$ cat src/rtl/ata_tf_pkg.sv
package ata_tf_pkg;

  localparam int SLOT_W   = 8;
  localparam int NSLOT    = 13;
  localparam int TF_W     = SLOT_W * NSLOT;
  localparam int EN_W     = 12;
  localparam int STEP_W   = 4;
  localparam int ADDR_W   = 3;
  localparam int WORD_W   = 16;
  localparam int SLOTIX_W = 4;
  localparam int HOB_BIT  = 7;

  localparam logic [STEP_W-1:0] LOAD_END = 4'd12;
  localparam logic [STEP_W-1:0] READ_END = 4'd14;
  localparam logic [7:0]        CTL_BASE = 8'h08;
  localparam logic [SLOTIX_W-1:0] DEV_SLOT = 4'd7;
  localparam logic [ADDR_W-1:0]   DEV_ADDR = 3'd6;

  typedef struct packed {
    logic                valid;
    logic                we;
    logic                wide;
    logic                ctl;
    logic                hob;
    logic [ADDR_W-1:0]   addr;
    logic [SLOTIX_W-1:0] slot;
  } step_t;

  // Mask applied to the device byte on load.
  function automatic logic [7:0] dev_mask(input logic is48, input logic flg);
    if (flg)       return 8'hFF;
    else if (is48) return 8'hE0;
    else           return 8'hEF;
  endfunction

  // Device control value: fixed base pattern, only the select bit varies.
  function automatic logic [7:0] ctl_value(input logic hob);
    logic [7:0] v;
    v = CTL_BASE;
    v[HOB_BIT] = hob;
    return v;
  endfunction

  // Decode one step of the sequence into a bus access description.
  function automatic step_t step_info(input logic rd, input logic [STEP_W-1:0] step,
                                      input logic [EN_W-1:0] en, input logic is48);
    step_t s;
    logic [2:0] k;
    s = '0;
    k = '0;
    s.we = ~rd;
    if (step == 4'd0) begin
      s.valid = en[0];
      s.wide  = 1'b1;
      s.slot  = 4'd0;
    end else if (!rd) begin
      if (step <= 4'd5) begin
        k = 3'(step - 4'd1);
        s.valid = en[4'd7 + {1'b0, k}];
        s.addr  = k + 3'd1;
        s.slot  = 4'd8 + {1'b0, k};
      end else if (step <= 4'd10) begin
        k = 3'(step - 4'd6);
        s.valid = en[4'd1 + {1'b0, k}];
        s.addr  = k + 3'd1;
        s.slot  = 4'd2 + {1'b0, k};
      end else if (step == 4'd11) begin
        s.valid = en[6];
        s.addr  = DEV_ADDR;
        s.slot  = DEV_SLOT;
      end
    end else begin
      if (step == 4'd1) begin
        s.valid = 1'b1;
        s.we    = 1'b1;
        s.ctl   = 1'b1;
      end else if (step <= 4'd6) begin
        k = 3'(step - 4'd2);
        s.valid = en[4'd1 + {1'b0, k}];
        s.addr  = k + 3'd1;
        s.slot  = 4'd2 + {1'b0, k};
      end else if (step == 4'd7) begin
        s.valid = en[6];
        s.addr  = DEV_ADDR;
        s.slot  = DEV_SLOT;
      end else if (step == 4'd8) begin
        s.valid = is48;
        s.we    = 1'b1;
        s.ctl   = 1'b1;
        s.hob   = 1'b1;
      end else if (step <= 4'd13) begin
        k = 3'(step - 4'd9);
        s.valid = is48 & en[4'd7 + {1'b0, k}];
        s.addr  = k + 3'd1;
        s.slot  = 4'd8 + {1'b0, k};
      end
    end
    return s;
  endfunction

endpackage

$ cat src/rtl/ata_tf_step_map.sv
module ata_tf_step_map
  import ata_tf_pkg::*;
(
  input  logic              op_rd,
  input  logic [STEP_W-1:0] step,
  input  logic [EN_W-1:0]   en,
  input  logic              is48,
  output step_t             info,
  output logic              at_end
);
  always_comb begin
    info   = step_info(op_rd, step, en, is48);
    at_end = (step == (op_rd ? READ_END : LOAD_END));
  end
endmodule

$ cat src/rtl/ata_tf_ctrl.sv
module ata_tf_ctrl
  import ata_tf_pkg::*;
(
  input  logic              clk,
  input  logic              rst_n,
  input  logic              start_load,
  input  logic              start_read,
  input  logic              step_valid,
  input  logic              at_end,
  input  logic              bus_ack,
  output logic              accept,
  output logic              op_rd,
  output logic [STEP_W-1:0] step,
  output logic              in_access,
  output logic              access_done,
  output logic              busy,
  output logic              done
);
  typedef enum logic [1:0] { S_IDLE, S_SEEK, S_ACC } state_t;
  state_t state;

  assign accept      = (state == S_IDLE) & (start_load | start_read);
  assign in_access   = (state == S_ACC);
  assign access_done = in_access & bus_ack;
  assign busy        = (state != S_IDLE);

  always_ff @(posedge clk) begin
    if (!rst_n) begin
      state <= S_IDLE;
      step  <= '0;
      op_rd <= 1'b0;
      done  <= 1'b0;
    end else begin
      done <= 1'b0;
      case (state)
        S_IDLE: if (accept) begin
          step  <= '0;
          op_rd <= ~start_load;
          state <= S_SEEK;
        end
        S_SEEK: begin
          if (at_end) begin
            state <= S_IDLE;
            done  <= 1'b1;
          end else if (step_valid) begin
            state <= S_ACC;
          end else begin
            step <= step + 1'b1;
          end
        end
        S_ACC: if (bus_ack) begin
          step  <= step + 1'b1;
          state <= S_SEEK;
        end
        default: state <= S_IDLE;
      endcase
    end
  end
endmodule

$ cat src/rtl/ata_tf_result.sv
module ata_tf_result
  import ata_tf_pkg::*;
(
  input  logic                clk,
  input  logic                rst_n,
  input  logic                capture,
  input  logic                wide,
  input  logic [SLOTIX_W-1:0] slot,
  input  logic [WORD_W-1:0]   rdata,
  output logic [TF_W-1:0]     image
);
  always_ff @(posedge clk) begin
    if (!rst_n) begin
      image <= '0;
    end else if (capture) begin
      if (wide) image[WORD_W-1:0] <= rdata;
      else      image[{slot, 3'b000} +: SLOT_W] <= rdata[SLOT_W-1:0];
    end
  end
endmodule

$ cat src/rtl/ata_tf_sequencer.sv
module ata_tf_sequencer
  import ata_tf_pkg::*;
(
  input  logic              clk,
  input  logic              rst_n,
  input  logic              req_load,
  input  logic              req_read,
  input  logic [EN_W-1:0]   field_en,
  input  logic              lba48,
  input  logic              flagged,
  input  logic [7:0]        drv_sel,
  input  logic [TF_W-1:0]   tf_in,
  output logic              busy,
  output logic              done,
  output logic [TF_W-1:0]   tf_out,
  output logic              bus_req,
  output logic              bus_we,
  output logic              bus_ctl,
  output logic              bus_wide,
  output logic [ADDR_W-1:0] bus_addr,
  output logic [WORD_W-1:0] bus_wdata,
  input  logic              bus_ack,
  input  logic [WORD_W-1:0] bus_rdata
);
  logic              accept, op_rd, in_access, access_done, at_end;
  logic [STEP_W-1:0] step;
  step_t             info;

  logic [EN_W-1:0] en_q;
  logic            l48_q, flg_q;
  logic [7:0]      drv_q;
  logic [TF_W-1:0] tf_q;

  always_ff @(posedge clk) begin
    if (!rst_n) begin
      en_q  <= '0;
      l48_q <= 1'b0;
      flg_q <= 1'b0;
      drv_q <= '0;
      tf_q  <= '0;
    end else if (accept) begin
      en_q  <= field_en;
      l48_q <= lba48;
      flg_q <= flagged;
      drv_q <= drv_sel;
      tf_q  <= tf_in;
    end
  end

  ata_tf_step_map u_map (
    .op_rd (op_rd),
    .step  (step),
    .en    (en_q),
    .is48  (l48_q),
    .info  (info),
    .at_end(at_end)
  );

  ata_tf_ctrl u_ctrl (
    .clk        (clk),
    .rst_n      (rst_n),
    .start_load (req_load),
    .start_read (req_read),
    .step_valid (info.valid),
    .at_end     (at_end),
    .bus_ack    (bus_ack),
    .accept     (accept),
    .op_rd      (op_rd),
    .step       (step),
    .in_access  (in_access),
    .access_done(access_done),
    .busy       (busy),
    .done       (done)
  );

  logic capture;
  assign capture = access_done & ~info.we;

  ata_tf_result u_res (
    .clk    (clk),
    .rst_n  (rst_n),
    .capture(capture),
    .wide   (info.wide),
    .slot   (info.slot),
    .rdata  (bus_rdata),
    .image  (tf_out)
  );

  assign bus_req  = in_access;
  assign bus_we   = info.we;
  assign bus_ctl  = info.ctl;
  assign bus_wide = info.wide;
  assign bus_addr = info.addr;

  always_comb begin
    if (info.ctl)
      bus_wdata = {8'h00, ctl_value(info.hob)};
    else if (info.wide)
      bus_wdata = tf_q[WORD_W-1:0];
    else if (info.slot == DEV_SLOT)
      bus_wdata = {8'h00, (tf_q[{DEV_SLOT, 3'b000} +: SLOT_W] & dev_mask(l48_q, flg_q)) | drv_q};
    else
      bus_wdata = {8'h00, tf_q[{info.slot, 3'b000} +: SLOT_W]};
  end
endmodule

$ cat config.mk
export PLATFORM = sky130hd
export DESIGN_NAME = ata_tf_sequencer
export DESIGN_NICKNAME = d
export VERILOG_FILES = /design/src/rtl/ata_tf_pkg.sv /design/src/rtl/ata_tf_step_map.sv /design/src/rtl/ata_tf_ctrl.sv /design/src/rtl/ata_tf_result.sv /design/src/rtl/ata_tf_sequencer.sv
export SDC_FILE = /design/constraint.sdc
export NUM_CORES = 1
export LEC_CHECK = 0
export ABC_AREA = 1
export ABC_CLOCK_PERIOD_IN_PS = 8300
export BUFFER_PORTS_ARGS = -buffer_cell sky130_fd_sc_hd__buf_4
export CORE_MARGIN = 1
export CORE_UTILIZATION = 58
export CTS_BUF_LIST = sky130_fd_sc_hd__clkbuf_16
export DETAILED_ROUTE_END_ITERATION = 6
export GPL_TIMING_DRIVEN = 0
export HOLD_SLACK_MARGIN = 0.02
export MAX_ROUTING_LAYER = met4
export PLACE_DENSITY = 0.85
export SYNTH_ARGS = -nofsm -noshare
export SYNTH_HDL_FRONTEND = slang
export SYNTH_SLANG_ARGS = --single-unit
$ cat constraint.sdc
create_clock -name clk -period 8.3 [get_ports clk]
set_input_delay 1.245 -clock clk [delete_from_list [all_inputs] [get_ports clk]]
set_output_delay 1.245 -clock clk [all_outputs]
set_load 0.01 [all_outputs]
## After elaboration in Yosys (flattened, before gate mapping)

Index checks and enable logic that the tools add are counted.

- Add/sub/neg operators: 18
- Magnitude comparators: 8
- Equal/unequal tests: 13
- Shift-type cells: 3
- Muxes and demuxes: 62
- Bitwise operators: 11
- Reduce and logical (&&, ||, !) cells: 9

Operators by type and width:

| cell | number |
|---|---|
| bitwise mux 104 bit | 1 |
| variable shift 8 x 9 -> 104 bit (first input constant) | 1 |
| variable part select 104 x 8 -> 8 bit | 1 |
| variable part select 8 x 9 -> 104 bit | 1 |
| 2-to-1 mux 7 bit | 8 |
| 2-to-1 mux 16 bit | 3 |
| 2-to-1 mux 8 bit | 5 |
| 2-to-1 mux 4 bit | 6 |
| 2-to-1 mux 1 bit | 21 |
| less-than comparator 4 x 5 -> 1 bit (second input constant) | 4 |
| 2-to-1 mux 2 bit | 10 |
| binary-select mux 1 bit (select 4 bit) | 4 |
| adder 3 x 1 -> 3 bit (second input constant) | 4 |
| one-hot mux 4 bit (3 select lines) | 1 |
| 2-to-1 mux 5 bit | 2 |
| negation 7 -> 9 bit | 1 |
| adder 1 x 3 -> 4 bit (first input constant) | 2 |
| adder 2 x 3 -> 4 bit (first input constant) | 2 |
| adder 3 x 3 -> 4 bit (first input constant) | 2 |
| adder 4 x 3 -> 4 bit (first input constant) | 2 |
| bitwise AND 8 bit | 1 |
| == test 4 x 3 -> 1 bit (second input constant) | 2 |
| == test 4 bit (second input constant) | 2 |
| less-or-equal comparator 4 x 3 -> 1 bit (second input constant) | 2 |
| other kinds (23) | 36 |

- Register bits after elaboration: 238
- Input port bits: 147

## Logic depth before layout (Yosys ltp)

Gate-level depths: netlist of run 1.

- Depth after elaboration: 18
- Mapped depth: 26
- Gate-level depth less buffers: 22

## Cells and area by module

Synthesis of run 1 repeated with hierarchy kept, for this count alone.

- Cells, all modules: 1739
- Area total of the unflattened synthesis: 11506.0 um^2

By module, submodules not included:

| module | times used | cells each | area an instance (um^2) | seq. area each (um^2) |
|---|---|---|---|---|
| ata_tf_sequencer | 1 | 844 | 5600.4 | 2522.4 |
| ata_tf_result | 1 | 626 | 4441.8 | 2082.0 |
| ata_tf_step_map | 1 | 192 | 943.4 | 0.0 |
| ata_tf_ctrl | 1 | 77 | 520.5 | 160.2 |

## Worst setup path before layout of run 1

No wires, ideal clock.

- Path type: register to output
- From: reg u_ctrl.step[0]
- To: out bus_wdata[3]
- Arrival: 3.038 ns
- Required time: 7.055 ns
- Slack: 4.017 ns
- Cell stages (with the launch flop): 21
- Buffers on the path: 5
- Cells stage by stage: dfxtp_1 -> buf_2 -> inv_1 -> buf_1 -> ha_1 -> clkbuf_1 -> inv_1 -> nand3_1 -> nand2_1 -> nand2_1 -> nand2_1 -> nand3_1 -> buf_4 -> inv_1 -> buf_2 -> ha_1 -> nand2_1 -> o31ai_1 -> inv_1 -> nand2_1 -> nand2_1

- Cells in the longest elaborated chain, start to end: 13
- Elaborated cells on any way between the ends: 39

Ends and longest elaborated chain:

| what | RTL line | text |
|---|---|---|
| start: declaration | ata_tf_ctrl.sv:13 | `output logic [STEP_W-1:0] step,` |
| start signal: assignment | ata_tf_ctrl.sv:48 | `step <= step + 1'b1;` |
| start signal: assignment | ata_tf_ctrl.sv:52 | `step <= step + 1'b1;` |
| subtractor 3 x 1 -> 3 bit | ata_tf_pkg.sv:58, ata_tf_pkg.sv:92 |  |
| adder 4 x 3 -> 4 bit | ata_tf_pkg.sv:61, ata_tf_pkg.sv:95 |  |
| 2-to-1 mux 7 bit | ata_tf_pkg.sv:91 | `end else if (step <= 4'd13) begin` |
| 2-to-1 mux 7 bit | ata_tf_pkg.sv:86 | `end else if (step == 4'd8) begin` |
| 2-to-1 mux 7 bit | ata_tf_pkg.sv:82 | `end else if (step == 4'd7) begin` |
| 2-to-1 mux 7 bit | ata_tf_pkg.sv:77 | `end else if (step <= 4'd6) begin` |
| 2-to-1 mux 8 bit | ata_tf_pkg.sv:73 | `if (step == 4'd1) begin` |
| 2-to-1 mux 7 bit | ata_tf_pkg.sv:56 | `end else if (!rd) begin` |
| 2-to-1 mux 4 bit | ata_tf_pkg.sv:52 | `if (step == 4'd0) begin` |
| variable part select 104 x 8 -> 8 bit or == test 4 x 3 -> 1 bit (tied branches) | ata_tf_sequencer.sv:103, ata_tf_sequencer.sv:100 |  |
| 2-to-1 mux 8 bit | ata_tf_sequencer.sv:100 | `else if (info.slot == DEV_SLOT)` |
| 2-to-1 mux 16 bit | ata_tf_sequencer.sv:98 | `else if (info.wide)` |
| 2-to-1 mux 16 bit (*) | ata_tf_sequencer.sv:96 | `if (info.ctl)` |
| end: declaration | ata_tf_sequencer.sv:21 | `output logic [WORD_W-1:0] bus_wdata,` |

Mark *: on every way between the ends. The rest lies on a longest branch, timed or not.

## Worst setup path in the final report of run 1

- From: reg u_ctrl.step[0]
- To: out bus_wdata[1]

Same word-level chain as after synthesis.

==> results.md, run 1 <==
* Status: finished, final reports clean
* Hold buffers post-CTS at 0
* Initial DRC Count at 990
* TritonCTS buffer count at 25
* Crit Path Category: flip-flop to output pin
* Maxcap violations at 0
* Synth warn at 0
* Leak pwr at approximately 7 nW
* Final WS setup at 2.02 ns
* Number of synthesized register bits at ~240
* Mux cell area share after synthesis at 0%
* DRT Pass-1 Iters at 6
* Final Hold Vio Count at 0
* Pre-CTS setup slack at roughly 2.7 ns
* Cell variety after synth at 42
* Grt total ovfl at 0
* Layout cells sized above 1 at 19.1%
* Starting density of the core at between 50% and 60%
* Max frequency at 159 MHz
* Startpoint Class: flip-flop
* Mapped Cells at 1,727
* Synth Cell Area at 11,500 um^2
* DP HPWL at 29.2 mm
* WP data required at 7.05 ns
* Drt wl/cell at 16.9 um
* Drt drc at 0
* Clk sink count at 238
* Power per Cell Area at 371 nW/um^2
* Synth area leader: dfxtp_1
* Main combinational cell family by area after synthesis: simple AND/OR/NAND/NOR gates
* Rel. slew slack at 45.9%
* Core area at between 15,000 and 20,000 um^2
* Antenna cells at 0
* Sequential share of the synthesized area at 41.5%
* Net count, final at 2,184
* Vias at 12.7k
* Clock skew at approximately 0.027 ns
* Ports at between 200 and 300
* Pins Over Slew Limit at 0
* Die area at 20,400 um^2
* Final cycle utilization of the critical path at 75.7%
* Adder-Cell Fraction of Synth Area at 1.85%
* Die height at between 100 and 150 um
* XOR/XNOR Fraction of Synth Area at less than 1%
* Critical path endpoint category: output pin
* Final setup vio count at 0
* Worst skew pair latency at 0.55 ns
* Worst-case vdd ir drop at approximately 0.00024 V
* RSZ-0062 raised after global routing: false
* Drt via density at 5.52
* Synth Area in Compound Gates at 12.7%
* GP Congestion at 1.02
* Post-CTS setup buffers at 0
* Clock transition at path regs at 0.06 ns
* Synthesized Nets at 1,891
* Worst-path fanout max at 12
* Min Tclk post-route at between 6 and 7 ns
* Data arrival, critical path at about 5 ns
* GRT Total Usage at 38.7%
* First-pass GRT wire length at 59.5 mm
* Worst Tran Pin Value at 0.812 ns
* CTS Buffer Depth at 3
* PostCTS Resize Cnt at 0
* Worst Hold Class: flip-flop to flip-flop
* Routed Antenna Nets at 0
* CTS root buffer: clkbuf_16
* Port Buf Inserts at 266
* Area growth, synth to finish at 27.5%
* Initial antenna violation count at 0
* Post-Synth Simple-Gate Area at 36.0%
* Yosys top cell area share at around two fifths
* Vias in the first global route at 11.7k
* TritonCTS clock tree: done
* Setup TNS at 0 ns
* Routed WL at 38.8 mm
* Cell Rows at 51
* Largest net degree at the start of global routing at 16
* H-Tree Depth at 1
* Synth top area cells: dfxtp_1 (41%), nor2_1 (14%), nand2_1 (10%), o21ai_0 (7.9%), nand3_1 (7.6%)
* Syn Area/Cell at 6.66 um^2
* Die Width at between 100 and 150 um
[critical path, stage by stage, from the launching register on]
cell	delay, ns
dfxtp_1	0.35
buf_2	0.20
inv_1	0.22
buf_1	0.51
ha_1	0.34
clkbuf_1	0.23
inv_1	0.29
nand3_1	0.12
nand2_1	0.09
nand2_1	0.05
nand2_1	0.05
nand3_1	0.12
buf_4	0.21
inv_1	0.17
buf_2	0.29
ha_1	0.27
nand2_1	0.23
inv_1	0.30
nand2_1	0.09
nand2_1	0.13
nor2_1	0.05
buf_4	0.17
[flip-flops by register name, indices dropped and copies added, names as in the netlist]
signal and cells:
tf_q 104, u_res.image 104, en_q 12, drv_q 8
u_ctrl.step 4, u_ctrl.state 2, flg_q 1, l48_q 1
u_ctrl.done 1, u_ctrl.op_rd 1
[report_power, final]
group	switching [W]	internal (W)
Clock	0.000483	0.000649
Sequential	0.000140	0.00136
Combinational	0.00192	0.000886
Total	0.00254	0.00290
[per-stage QoR]
stage	util (%)	std cells	instance area [um^2]	hold WS, ns	power (W)
finish	75.3	2303	14700	0.459	0.00543
global route	75.3	2303	14700	0.474	0.00577
CTS	75.3	2303	14700	0.456	0.00537
detailed placement	71.0	2258	13800	0.448	0.00423
global placement	71.0	2258	13800	0.441	0.00418
floorplan	-	1727	11500	0.430	0.00335
[layout make-up]
| cell class | count | area (um^2) |
|---|---|---|
| multi-input cells | 1267 | 5840 |
| fillers | 1548 | 4810 |
| flip-flops and latches | 238 | 4760 |
| repair buffers | 266 | 2000 |
| clock buffers | 25 | 626 |
| inverters | 122 | 458 |
| plain buffers | 100 | 433 |
| well taps | 265 | 332 |
| clock inverters | 20 | 203 |
[routing by layer]
layer,GRT usage [%],vias to the layer above,wire length [um]
met5,-,-,0
met4,20.3,0,1940
met3,5.43,140,2940
met2,63.0,621,18400
met1,46.7,5817,15600
li1,-,6130,-
[cell usage after synthesis, drive strengths merged]
cell,instances
nor3,4
a221oi,1
nand3b,5
nor2,434
a21oi,79
xnor2,1
xor2,2
a22oi,1
o211ai,4
o31ai,1
or2,1
o21ai,193
clkbuf,63
a31oi,1
nand2,326
inv,121
dfxtp,238
nand3,183
buf,37
a211oi,1
nand4,13
ha,17
clkinv,1
[final timing paths]
check,slack (ns),to,cells past startpoint,startpoint
worst min-delay path,0.46,tf_q[55],2,tf_q[55]
worst max-delay path,2.02,bus_wdata[1],21,u_ctrl.step[0]
worst max register to register,3.27,u_res.image[79],22,u_ctrl.step[0]
worst min register to register,0.46,tf_q[55],2,tf_q[55]
[cell families after synthesis]
| group | Yosys count |
|---|---|
| AOI/OAI and AO/OA | 281 |
| xor gates and xnor gates | 3 |
| adders and majority gates | 17 |
| buffers and inverters | 222 |
| DFF | 238 |
| and+or+nand+nor | 966 |
[cell usage in the layout, fill, tap and decap left out, drive strengths merged, types with 2 or more instances in the layout]
master      n
nor2      434
nand2     326
buf       303
dfxtp     238
o21ai     193
nand3     183
inv       126
clkbuf     88
a21oi      79
ha         17
nand4      13
clkinv     11
nand3b      5
o211ai      4
nor3        4
bufinv      3
xor2        2
clkinvlp    2
Power figures use the tool's default switching activity.
==> inputs of run 2 (changes only) <==
ABC_CLOCK_PERIOD_IN_PS = 5280   (was 8300)
CORE_UTILIZATION = 49   (was 58)
PLACE_DENSITY = 0.77   (was 0.85)
clock period = 5.28 ns   (was 8.3 ns; I/O delays follow)
==> run 2 against run 1 <==
Compared with the run above: via count fell by 0.99%; hold slack got worse by 0.0050 ns; routed wire length rose by 0.99%; final cell count rose by 2.1%; design area rose by 0.97%; flip-flop and latch count did not move; sequential power rose by 57%; largest cell class unchanged.
==> results.md, run 2 (synthesized netlist as in run 1, its figures left out) <==
* Die Width at 155 um
* Drt drc at 0
* Reg2Reg Depth at 22
* Reg-to-reg endpoint: u_res.image[76]
* Met2 Track Usage GR at 51.3%
* Clock power share at 21.8%
* Design area at 14,800 um^2
* RSZ-0062 raised after global routing: false
* Final setup vio count at 0
* Initial DRC Count at 1,237
* Worst Hold Class: input pin to flip-flop
* Internal power at 0.00469 W
* Switching share of power at 46.1%
* Post-placement cell area at between 10,000 and 15,000 um^2
* Worst skew pair latency at 0.54 ns
* Routed Antenna Nets at 0
* Final Hold Vio Count at 0
* Reg-to-reg startpoint: u_ctrl.step[0]
* Startpoint Class: flip-flop
* Power per Cell Area at between 500 and 600 nW/um^2
* Final WS setup at approximately 0.26 ns
* Met3 global-route usage at 3.57%
* Clk sink count at 238
* Status: finished, final reports clean
* Vias at ~13k
* Crit Path Category: flip-flop to output pin
* Largest net degree at the start of global routing at 15
* DRT Pass-1 Iters at 5
* Die area at 24,100 um^2
* First-pass GRT wire length at 60.8 mm
* GRT Total Usage at 33.1%
* Antenna cells at 0
* HP Start: req_load
* Vias in the first global route at 11.6k
* Met1 GRT Util at between 40% and 50%
* Critical path endpoint category: output pin
* Die height at 155 um
* Min Tclk post-route at 5.02 ns
* Register area at 4760 um^2
* Drt via density at 5.35
* H-Tree Depth at 1
* Maxcap violations at 0
* GP Congestion at 0.980
* Starting density of the core at 50.3%
* CTS Buffer Depth at 3
* NetSw at 0.00402 W
* Biggest regs: tf_q x104, u_res.image x104, en_q x12
* Worst-case vdd ir drop at 0.000322 V
* Hold path endpoint: u_ctrl.op_rd
* TritonCTS buffer count at 26
* Max frequency at between 150 and 200 MHz
* R2r setup slk at approximately 0.80 ns
* Area growth, synth to finish at 28.7%
* Final cycle utilization of the critical path at 95.0%
* WP data required at 4.49 ns
* Initial antenna violation count at 0
* Setup TNS at 0 ns
* Pins Over Slew Limit at 0
* Pre-CTS setup slack at 0.125 ns
* Cell Rows at 55
* Most frequent cells in the layout: nor2_1 (419), nand2_1 (313), buf_4 (274)
* Worst-path fanout max at 12
* Drt wl/cell at 16.7 um
* Port Buf Inserts at between 200 and 300
* Worst Tran Pin Value at 0.893 ns
* Ports at between 200 and 300
* Grt total ovfl at 0
* Area of the multi-input gates at between 5000 and 6000 um^2
* Combinational share of power at 51.1%
* Reg power frac at around 27%
* DP HPWL at 29.7 mm
* Finished Layout Cells at about 2.4k
* Core area at 22,800 um^2
* Layout cells sized above 1 at slightly below 20%
* Net count, final at about 2.2k
* Hold depth at 2
* Rel. slew slack at a little over 40%
* Commonest non-fill, non-tap cell in the layout: nor2_1
* CTS root buffer: clkbuf_16
* Grt peak-use layer: met2
* Fill cell total of the finished layout at 2,176
* Leak pwr at between 6 and 7 nW
* TritonCTS clock tree: done
* Data arrival, critical path at 4.22 ns
* Hold buffers post-CTS at 0
* Clock skew at roughly 0.017 ns
* DP Cell Count at 2,306
* Clock transition at path regs at about 0.060 ns
* Routed WL at roughly 39 mm
## run 2: cell count changes in the layout (fill, tap and decap cells not counted), sizes merged
cell      previous run  this run
clkbuf              88        93
buf                303       298
clkinvlp             2         1
bufinv               3         5
## run 2: area by class of cell
type                    instances  area share [%]
clock buffers                  26            4.40
clock inverters                21            1.58
inverters                     122            3.10
plain buffers                  99            3.01
multi-input cells            1267            39.6
repair buffers                266            13.5
well taps                     313            2.65
flip-flops and latches        238            32.2
## run 2: how the worst max path moves through the flow
stage | start | to | slack (ns) | cells past startpoint
detailed placement | u_ctrl.step[0] | bus_wdata[7] | 0.13 | 21
CTS | u_ctrl.step[0] | bus_wdata[7] | 0.09 | 21
global placement | u_ctrl.step[0] | bus_wdata[7] | 0.10 | 21
finish | u_ctrl.step[0] | bus_wdata[0] | 0.26 | 22
floorplan | u_ctrl.step[0] | bus_wdata[3] | 1.45 | 20
global route | u_ctrl.step[0] | bus_wdata[1] | 0.03 | 22
## run 2: critical path, stage by stage, from the launching register on
cell	delay, ns
dfxtp_1	0.41
clkbuf_4	0.26
inv_1	0.16
buf_4	0.23
ha_1	0.22
o21ai_2	0.19
nand2_4	0.13
nor2_4	0.17
nand2_1	0.08
nand2_1	0.07
nand2_2	0.11
nand2_2	0.22
clkbuf_4	0.27
buf_2	0.27
nand2_1	0.08
nand3_1	0.11
nand3_1	0.12
nand2_1	0.09
nand3_1	0.11
nand2_1	0.08
nand2_1	0.08
nor2_1	0.10
buf_4	0.14
## run 2: stage by stage
stage | utilization [%] | power, W | hold slack (ns)
final | 64.7 | 0.00871 | 0.454
after floorplan | - | 0.00527 | 0.430
after global routing | 64.7 | 0.00927 | 0.442
after CTS | 64.6 | 0.00861 | 0.434
after detailed placement | 60.8 | 0.00671 | 0.447
after global placement | 60.8 | 0.00664 | 0.442
## run 2: what timing repair did
| action | 4_1_cts | 5_1_grt |
|---|---|---|
| resized for setup | 4 | 11 |
| setup endpoints to repair | 8 | 8 |
| setup buffers | 0 | 0 |
## run 2: layer usage
layer,share of wire [%],wire length [um]
met1,44,17200
met2,45,17600
met3,7.1,2790
met5,0,0
met4,4.1,1610
## run 2: power by group through the flow
stage | registers, W | clock network [W] | logic (W)
floorplan | 0.00231 | 0 | 0.00296
global placement | 0.00238 | 0 | 0.00426
detailed placement | 0.00239 | 0 | 0.00432
CTS | 0.00235 | 0.00191 | 0.00435
global route | 0.00239 | 0.00199 | 0.00490
finish | 0.00236 | 0.00190 | 0.00445
